--- config.mk ---
export PLATFORM = sky130hd
export DESIGN_NAME = msgirq_decode
export DESIGN_NICKNAME = d
export VERILOG_FILES = /design/src/rtl/msgirq_pkg.sv /design/src/rtl/msgirq_decode.sv
export SDC_FILE = /design/constraint.sdc
export NUM_CORES = 1
export LEC_CHECK = 0
export ABC_CLOCK_PERIOD_IN_PS = 1100
export BUFFER_PORTS_ARGS = -buffer_cell sky130_fd_sc_hd__buf_2
export CAP_MARGIN = 20
export CORE_UTILIZATION = 27
export DETAILED_ROUTE_END_ITERATION = 10
export MAX_ROUTING_LAYER = met4
export PLACE_DENSITY = 0.85
export SLEW_MARGIN = 10
export SYNTH_ARGS = -nofsm -noshare
export SYNTH_HDL_FRONTEND = slang
export SYNTH_SLANG_ARGS = --single-unit
--- constraint.sdc ---
create_clock -name vclk -period 1.1
set_input_delay 0.11 -clock vclk [all_inputs]
set_output_delay 0.11 -clock vclk [all_outputs]
set_load 0.005 [all_outputs]
--- src/rtl/msgirq_pkg.sv ---
package msgirq_pkg;
   localparam int unsigned VER_OFS    = 'h00;
   localparam int unsigned ASSERT_OFS = 'h20;
   localparam int unsigned CAP_BIT    = 15;

   function automatic logic is_legacy_rsvd(input logic [7:0] n);
      return (n == 8'd0) || (n == 8'd2) || (n == 8'd8) || (n == 8'd13);
   endfunction
endpackage

--- src/rtl/msgirq_decode.sv ---
module msgirq_decode
   import msgirq_pkg::*;
#(
   parameter int unsigned ADDR_W    = 8,
   parameter int unsigned NUM_LINES = 24
) (
   input  logic [ADDR_W-1:0]    addr,
   input  logic [31:0]          wdata,
   input  logic [3:0]           be,
   input  logic                 wr,
   output logic [NUM_LINES-1:0] line_sel
);
   localparam logic [ADDR_W-1:0] A_ASSERT = ADDR_W'(ASSERT_OFS);

   logic [7:0] num;
   logic       hit, in_range, accept;
   logic       unused_bits;

   assign num         = wdata[7:0];
   assign hit         = (addr[ADDR_W-1:2] == A_ASSERT[ADDR_W-1:2]);
   assign in_range    = (32'(num) < NUM_LINES);
   assign accept      = wr && hit && be[0] && in_range && !is_legacy_rsvd(num);
   assign unused_bits = ^{wdata[31:8], be[3:1], addr[1:0]};

   for (genvar i = 0; i < NUM_LINES; i++) begin : g_sel
      assign line_sel[i] = accept && (num == 8'(i));
   end
endmodule

* Word level (Yosys, flattened, before mapping)
Cells that the tools add are included.
Word-level totals: input bits 45, bits in registers 0, logic and storage cells 58, output and inout port bits 24
Operators by class: equality and inequality tests 24, magnitude comparators 1, reduce and logical (&&, ||, !) cells 33
Operators by type and width (number):
- == test 8 x 4 -> 1 bit (second input constant) | 8
- == test 8 x 5 -> 1 bit (second input constant) | 8
- == test 8 x 3 -> 1 bit (second input constant) | 4
- logical AND 1 bit | 28
- == test 8 x 2 -> 1 bit (second input constant) | 2
- == test 8 x 1 -> 1 bit (second input constant) | 1
- logical NOT 8 bit | 1
- less-than comparator 8 x 5 -> 1 bit (second input constant) | 1
- == test 6 x 4 -> 1 bit (second input constant) | 1
- logical OR 1 bit | 3
- logical NOT 1 bit | 1

* Longest topological paths before layout
Gate-level depths: netlist of the first run.
depth after elaboration 7, mapped depth 5, mapped depth without buffers 3

* Worst setup path after synthesis of the first run
OpenSTA, ideal clock, no wires.
kind in2out, from input wdata[4], to output line_sel[10], data required time 990 ps, setup slack -4 ps, data arrival time 994 ps, path buffers 1, cell stages on the path 4, cells stage by stage buf_2 > nor4_2 > nand3_2 > nor4_1
On the way: longest elaborated chain between the ends 7, elaborated cells on any way between the ends 13, those cells by class order compare: 1; eq/ne: 4; reduce/logical: 8
Ends and longest elaborated chain:
- start: declaration | line msgirq_decode.sv:8 | input logic [31:0] wdata,
- parallel branches: the longest is 6 deep, another holds less-than comparator 8 x 5 -> 1 bit
- logical AND 1 bit * | line msgirq_decode.sv:26 | assign line_sel[i] = accept && (num == 8'(i));
- end: declaration | line msgirq_decode.sv:11 | output logic [NUM_LINES-1:0] line_sel
Every way passes the cells marked *.

* Final worst setup path of the first run
from input wdata[5], to output line_sel[9]
The elaborated chain is that of the path after synthesis.

==> results of run 1 <==
==> per-stage QoR <==
step                worst slack, ns  setup TNS [ns]  util, %
floorplan                  -0.00403        -0.00806        -
global placement             -0.248           -4.21     50.3
detailed placement           -0.289           -4.87     50.3
CTS                          -0.234           -3.73     56.5
global route                 -0.327           -5.42     60.0
finish                       -0.245           -3.86     60.0
==> repair_timing <==
action                                  4_1_cts  5_1_grt
endpoints found under the setup margin       20       20
resized for setup                            13        6
hold endpoints to repair                      0        0
pin swaps                                     1        4
==> cell usage in the layout (no fill, tap or decap) <==
cell type / Yosys / layout
nor4_1: 10 / 3
nand2b_1: 3 / 3
nand2_1: 9 / 9
nor3_2: 0 / 6
nor3b_1: 1 / 1
nor2b_1: 3 / 3
nor2_1: 2 / 2
nand3_1: 2 / 2
nand4_1: 1 / 1
buf_4: 4 / 6
conb_1: 1 / 4
nor4bb_4: 0 / 1
a211oi_2: 1 / 1
nand4b_1: 1 / 1
clkinv_1: 1 / 1
buf_6: 0 / 4
buf_12: 0 / 1
nor4b_2: 1 / 1
nor4_2: 1 / 8
buf_2: 4 / 33
a211o_1: 1 / 1
nand3_2: 1 / 1
nor3_1: 10 / 4
==> path summary, 6_finish.rpt <==
check | startpoint | end
worst min-delay path | wdata[4] | line_sel[5]
worst max-delay path | wdata[5] | line_sel[9]
==> logic make-up (layout without fill, tap and decap cells) <==
group | after synthesis | count (layout) | synth area share [%]
compound gates | 2 | 2 | 6.01
simple gates | 46 | 46 | 76.7
buf+inv | 10 | 45 | 16.3
other cells | 1 | 4 | 1.06
==> layer usage <==
metal  vias up  track usage (%)
met4         0                0
met5         -                -
li1        291                -
met1       253             18.1
met2        31             30.5
met3         0                0
==> area by class of cell <==
class	instances	area, µm²
fill	111	463
timing repair buffer	44	275
inverter	1	3.75
tap	14	17.5
multi-input combinational	52	397
==> power by group <==
part | internal, mW | switching [mW]
registers | 0 | 0
clock network | 0 | 0
logic | 0.0637 | 0.0741
total | 0.0637 | 0.0741
==> critical path: cells and delay by family <==
kind / cells / cell delay [ns]
simple gates: 3 / 0.72
buf+inv: 3 / 0.40
==> flow_metrics.env, run 1 <==
export IMPL_status="finished with violations"
export IMPL_violations="setup timing"
export IMPL_yosys_warnings=0
export IMPL_grt_antenna_before_repair=0
export IMPL_synth_area_um2=354
export IMPL_dpl_hpwl_um=955
export IMPL_drt_iter0_drc=12
export IMPL_critPathKind="in -> out"
export IMPL_grt_pass1_wl_um=1660
export IMPL_wl_met3_um=84
export IMPL_ctsHoldBuffers=0
export IMPL_netlist_area_leader_share_pct=17.7
export IMPL_nNetsFinal=144
export IMPL_synth_area_leader_cell="nor4_1"
export IMPL_drv_cap=0
export IMPL_worstSetupEndpointType="primary output"
export IMPL_holdWs_ns=0.645
export IMPL_die_y_um=38.2
export IMPL_drt_first_pass_iters=4
export IMPL_die_w_um=38.2
export IMPL_final_setup_worst_slack_ns=-0.245
export IMPL_dp_cells=111
export IMPL_layout_drive_gt1_share_pct=63.9
export IMPL_worstPathArrival_ns=1.23
export IMPL_portBuffers=36
export IMPL_max_freq_mhz=744
export IMPL_routedLengthMet1_um=469
export IMPL_rsz0062_at_grt="yes"
export IMPL_worst_setup_path_start_kind="input port"
export IMPL_clkbuf_count=0
export IMPL_post_cts_setup_buffer_count=0
export IMPL_fp_coreArea_mm2=0.00116
export IMPL_powerDensity_mw_per_mm2=199
export IMPL_track_usage_pct=15.3
export IMPL_maxUsedRoutingLayer="met3"
export IMPL_period_share_pct=122
export IMPL_postRouteWirelength_um=1270
export IMPL_synthTopCellsByCount="nor3_1, nor4_1, nand2_1, buf_2, buf_4"
export IMPL_synth_distinct_cells=21
export IMPL_overflow=0
export IMPL_regArea_um2=0
export IMPL_slowest_stage="nor4_2"
export IMPL_crit_path_max_incr_delay_ns=0.27
export IMPL_synthTopCellsByArea="nor4_1, nor3_1, nand2_1, buf_4, buf_2"
export IMPL_seq_cell_count=0
export IMPL_hold_viol=0
export IMPL_antenna_cells=0
export IMPL_power_mw=0.138
export IMPL_wl_met2_um=712
export IMPL_path_cells="buf_2 > buf_4 > nor4_2 > nand3_2 > nor4_2 > buf_2"
export IMPL_initial_core_util_pct=30.6
export IMPL_grt_start_max_net_pins=16
export IMPL_rows=12
export IMPL_grt_pass1_vias=421
export IMPL_hold_class="in -> out"
export IMPL_postRouteAntennaNets=0
export IMPL_vdd_drop_max_uv=153
export IMPL_dpl_instance_area_um2=582
export IMPL_setup_viol=20
export IMPL_routedWlPerCell_um=11.4
export IMPL_final_area_um2=693
export IMPL_via_count=575
export IMPL_slew_viol_final=0
export IMPL_drc=0
export IMPL_syn_mean_instance_area_um2=6.00
export IMPL_area_growth_pct=95.8
export IMPL_num_io_pins=69
export IMPL_ys_seq_area_share_pct=0
export IMPL_syn_inst=59
export IMPL_fin_cells=111
export IMPL_place_gp_congestion=0.839
export IMPL_crit_required_ns=0.99
export IMPL_vias_per_cell=5.18
export IMPL_hold_depth=4
export IMPL_period_minus_slack_ns=1.34
export IMPL_die_area_mm2=0.00146
export IMPL_path_max_fanout=8
export IMPL_leakagePower_nw=0.296
Note: power is estimated with default switching activity, not from simulation.
==> inputs of run 2 (changes only) <==
- SETUP_SLACK_MARGIN: default -> 0.2
==> flow_metrics.env, run 2 (same netlist as run 1, synthesis figures left out) <==
export IMPL_rows=12
export IMPL_overflow=0
export IMPL_setup_viol=20
export IMPL_nNetsFinal=155
export IMPL_worstSetupEndpointType="primary output"
export IMPL_powerDensity_mw_per_mm2=207
export IMPL_clkbuf_count=0
export IMPL_multi_input_area_um2=571
export IMPL_layout_drive_gt1_share_pct=75.9
export IMPL_grt_start_max_net_pins=21
export IMPL_drt_iter0_drc=16
export IMPL_drc=0
export IMPL_portBuffers=36
export IMPL_fp_coreArea_mm2=0.00116
export IMPL_worstPathArrival_ns=1.32
export IMPL_critPathKind="in -> out"
export IMPL_final_common_cell="buf_2"
export IMPL_die_w_um=38.2
export IMPL_place_ws_ns=-0.352
export IMPL_path_max_fanout=7
export IMPL_path_cells="buf_8 > nor4_4 > nand3_4 > nor4_4 > buf_2"
export IMPL_slew_viol_final=0
export IMPL_area_growth_pct=192
export IMPL_rsz0062_at_grt="yes"
export IMPL_vdd_drop_max_uv=176
export IMPL_worst_setup_path_start_kind="input port"
export IMPL_cp_common_cell="nor4_4"
export IMPL_die_y_um=38.2
export IMPL_vias_per_cell=5.58
export IMPL_initial_core_util_pct=30.6
export IMPL_postRouteAntennaNets=0
export IMPL_status="finished with violations"
export IMPL_drt_first_pass_iters=4
export IMPL_hold_depth=5
export IMPL_ctsHoldBuffers=0
export IMPL_holdWs_ns=0.730
export IMPL_num_io_pins=69
export IMPL_die_area_mm2=0.00146
export IMPL_period_minus_slack_ns=1.43
export IMPL_grt_antenna_before_repair=0
export IMPL_routedWlPerCell_um=17.6
export IMPL_period_share_pct=130
export IMPL_dpl_hpwl_um=1040
export IMPL_power_mw=0.214
export IMPL_nFillCells=54
export IMPL_grt_pass1_wl_um=2040
export IMPL_finalSetupTns_ns=-5.03
export IMPL_layout_common_cells="buf_2, buf_4, nand2_1, nor4_4, buf_6"
export IMPL_max_freq_mhz=702
export IMPL_track_usage_pct=19.3
export IMPL_hold_viol=0
export IMPL_slowest_stage="nor4_4"
export IMPL_seq_cell_count=0
export IMPL_grt_pass1_vias=493
export IMPL_violations="setup timing"
export IMPL_crit_required_ns=0.99
export IMPL_antenna_cells=0
export IMPL_via_count=681
export IMPL_final_setup_worst_slack_ns=-0.325
export IMPL_leakagePower_nw=0.488
export IMPL_hold_class="in -> out"
export IMPL_place_gp_congestion=0.859
export IMPL_regArea_um2=0
export IMPL_drv_cap=0
export IMPL_crit_path_max_incr_delay_ns=0.35
export IMPL_postRouteWirelength_um=2150
## run 2: cell types whose count changed in the layout (fill, tap and decap cells not counted), sizes merged
| cell | delta |
|---|---|
| buf | +9 |
| clkbuf | +2 |
## run 2: power by group
group / switching, mW / total [mW] / internal, mW
clock network: 0 / 0 / 0
registers: 0 / 0 / 0
logic: 0.120 / 0.214 / 0.0942
## run 2: stage by stage
stage,instances,cell area (µm²),utilization (%)
after floorplan,62,495,-
after global placement,114,696,60.2
after detailed placement,114,696,60.2
after CTS,114,706,61.0
after global routing,122,1030,89.4
final,122,1030,89.4
## run 2: path summary, 6_finish.rpt
check / end / startpoint
setup / recovery: line_sel[10] / wdata[4]
hold / removal: line_sel[14] / wdata[4]
## run 2: worst max-delay path: cells and delay by family
kind                   cells  cell delay, ns
and+or+nand+nor            3            0.92
buffers and inverters      2            0.28
## run 2: final cells by class
class	count	share of cell area (%)
multi-input combinational	52	55.2
timing repair buffer	55	42.7
tap	14	1.69
inverter	1	0.363
## run 2: what timing repair did
action                                  4_1_cts  5_1_grt
buffers inserted                              0        5
cloned                                        0        3
pin swaps                                     0       25
endpoints found under the setup margin       20       20
resized for setup                             2       33
## run 2: layer usage
metal  track usage [%]  routed length (µm)  vias to the layer above
met5                 -                   0                        -
met4                 0                  13                        0
met3                 0                  99                        2
met2              39.4                1210                       36
met1              21.9                 822                      333
li1                  -                   -                      310
==> inputs of run 3 (changes only) <==
- GPL_TIMING_DRIVEN: default -> 0
==> flow_metrics.env, run 3 (same netlist as run 1, synthesis figures left out) <==
export IMPL_p_int_mw=0.0815
export IMPL_grt_antenna_before_repair=0
export IMPL_die_w_um=38.2
export IMPL_hold_depth=4
export IMPL_track_usage_pct=17.2
export IMPL_ctsHoldBuffers=0
export IMPL_power_frac_seq_pct=0
export IMPL_hold_class="in -> out"
export IMPL_num_io_pins=69
export IMPL_status="finished with violations"
export IMPL_grt_start_max_net_pins=11
export IMPL_layout_common_cells="buf_2, nand2_1, buf_6, nor3_2, nor4_4"
export IMPL_via_count=593
export IMPL_combinationalPowerShare_pct=100.0
export IMPL_portBuffers=33
export IMPL_setup_viol=20
export IMPL_powerDensity_mw_per_mm2=206
export IMPL_slew_viol_final=0
export IMPL_postRouteWirelength_um=1470
export IMPL_final_common_cell="buf_2"
export IMPL_initial_core_util_pct=30.6
export IMPL_dpl_instance_area_um2=678
export IMPL_antenna_cells=0
export IMPL_nNetsFinal=146
export IMPL_path_max_fanout=5
export IMPL_drc=0
export IMPL_grt_pass1_wl_um=1850
export IMPL_seq_cell_count=0
export IMPL_nFillCells=76
export IMPL_holdPathEnd="line_sel[19]"
export IMPL_clkbuf_count=0
export IMPL_area_growth_pct=146
export IMPL_cp_startpoint="addr[3]"
export IMPL_hold_viol=0
export IMPL_critPathKind="in -> out"
export IMPL_rsz0062_at_grt="yes"
export IMPL_place_gp_congestion=0.827
export IMPL_overflow=0
export IMPL_fp_coreArea_mm2=0.00116
export IMPL_min_delay_start="wdata[0]"
export IMPL_vias_per_cell=5.25
export IMPL_period_share_pct=127
export IMPL_drt_first_pass_iters=4
export IMPL_layout_drive_gt1_share_pct=70.7
export IMPL_final_area_um2=871
export IMPL_violations="setup timing"
export IMPL_swShare_pct=54.7
export IMPL_final_setup_worst_slack_ns=-0.295
export IMPL_routedWlPerCell_um=13.0
export IMPL_period_minus_slack_ns=1.39
export IMPL_finalSetupTns_ns=-4.72
export IMPL_rows=12
export IMPL_drt_iter0_drc=10
export IMPL_vdd_drop_max_uv=177
export IMPL_postRouteAntennaNets=0
export IMPL_worstSetupEndpointType="primary output"
export IMPL_drv_cap=0
export IMPL_worstPathArrival_ns=1.28
export IMPL_die_area_mm2=0.00146
export IMPL_regArea_um2=0
export IMPL_max_freq_mhz=717
export IMPL_power_net_switching_mw=0.0982
export IMPL_dpl_hpwl_um=966
export IMPL_grt_pass1_vias=437
export IMPL_pwr_share_clk_pct=0
export IMPL_worst_setup_path_start_kind="input port"
export IMPL_leakagePower_nw=0.357
export IMPL_crit_required_ns=0.99
export IMPL_die_y_um=38.2
## run 3: changes by cell type in the layout (fill, tap and decap cells not counted), moves of 2 or more
cell,previous run,this run
clkbuf_16,2,0
nor3_4,4,0
nor3_1,0,2
nor4_4,9,7
nor3_2,6,8
buf_2,31,29
nor4_2,2,4
buf_4,11,6
## run 3: how the worst max path moves through the flow
stage,slack (ns),endpoint
after floorplan,0.03,line_sel[12]
after global placement,-0.28,line_sel[12]
after detailed placement,-0.32,line_sel[15]
after CTS,-0.30,line_sel[15]
after global routing,-0.35,line_sel[10]
final,-0.29,line_sel[10]
## run 3: cell type report
cell class	count	area (µm²)	share of cell area, %
Buffer	9	92.6	10.6
Timing Repair Buffer	37	243	27.9
Tap cell	14	17.5	2.01
Multi-Input combinational cell	52	510	58.6
Inverter	1	7.51	0.862
## run 3: timing repair
action / in CTS / in global routing
buffers inserted: 0 / 2
pin swaps: 0 / 17
setup endpoints to repair: 20 / 20
gates resized for setup: 3 / 27
gates cloned: 0 / 2
## run 3: stage by stage
step	setup slack, ns	std cells	hold slack, ns	total power [mW]	util, %
after floorplan	0.0262	62	0.365	0.0872	-
after global placement	-0.284	109	0.565	0.124	58.7
after detailed placement	-0.320	109	0.578	0.128	58.7
after CTS	-0.304	109	0.578	0.134	60.3
after global routing	-0.346	113	0.607	0.190	75.3
final	-0.295	113	0.585	0.180	75.3
## run 3: worst max-delay path, stage by stage
cell and delay [ns]:
buf_6 0.09, nor4_4 0.27, nand4_1 0.16, buf_6 0.16, buf_6 0.14, nor4_2 0.19
buf_2 0.15
## run 3: routing by layer
layer / wire length (µm) / GRT usage (%)
met5: 0 / -
met4: 0 / 0
met3: 63 / 0
met2: 876 / 32.2
met1: 533 / 22.0
## run 3: power groups by stage
stage / clock network (mW) / logic, mW / registers (mW)
6_report: 0 / 0.180 / 0
5_1_grt: 0 / 0.190 / 0
4_1_cts: 0 / 0.134 / 0
3_5_place_dp: 0 / 0.128 / 0
3_3_place_gp: 0 / 0.124 / 0
2_1_floorplan: 0 / 0.0872 / 0
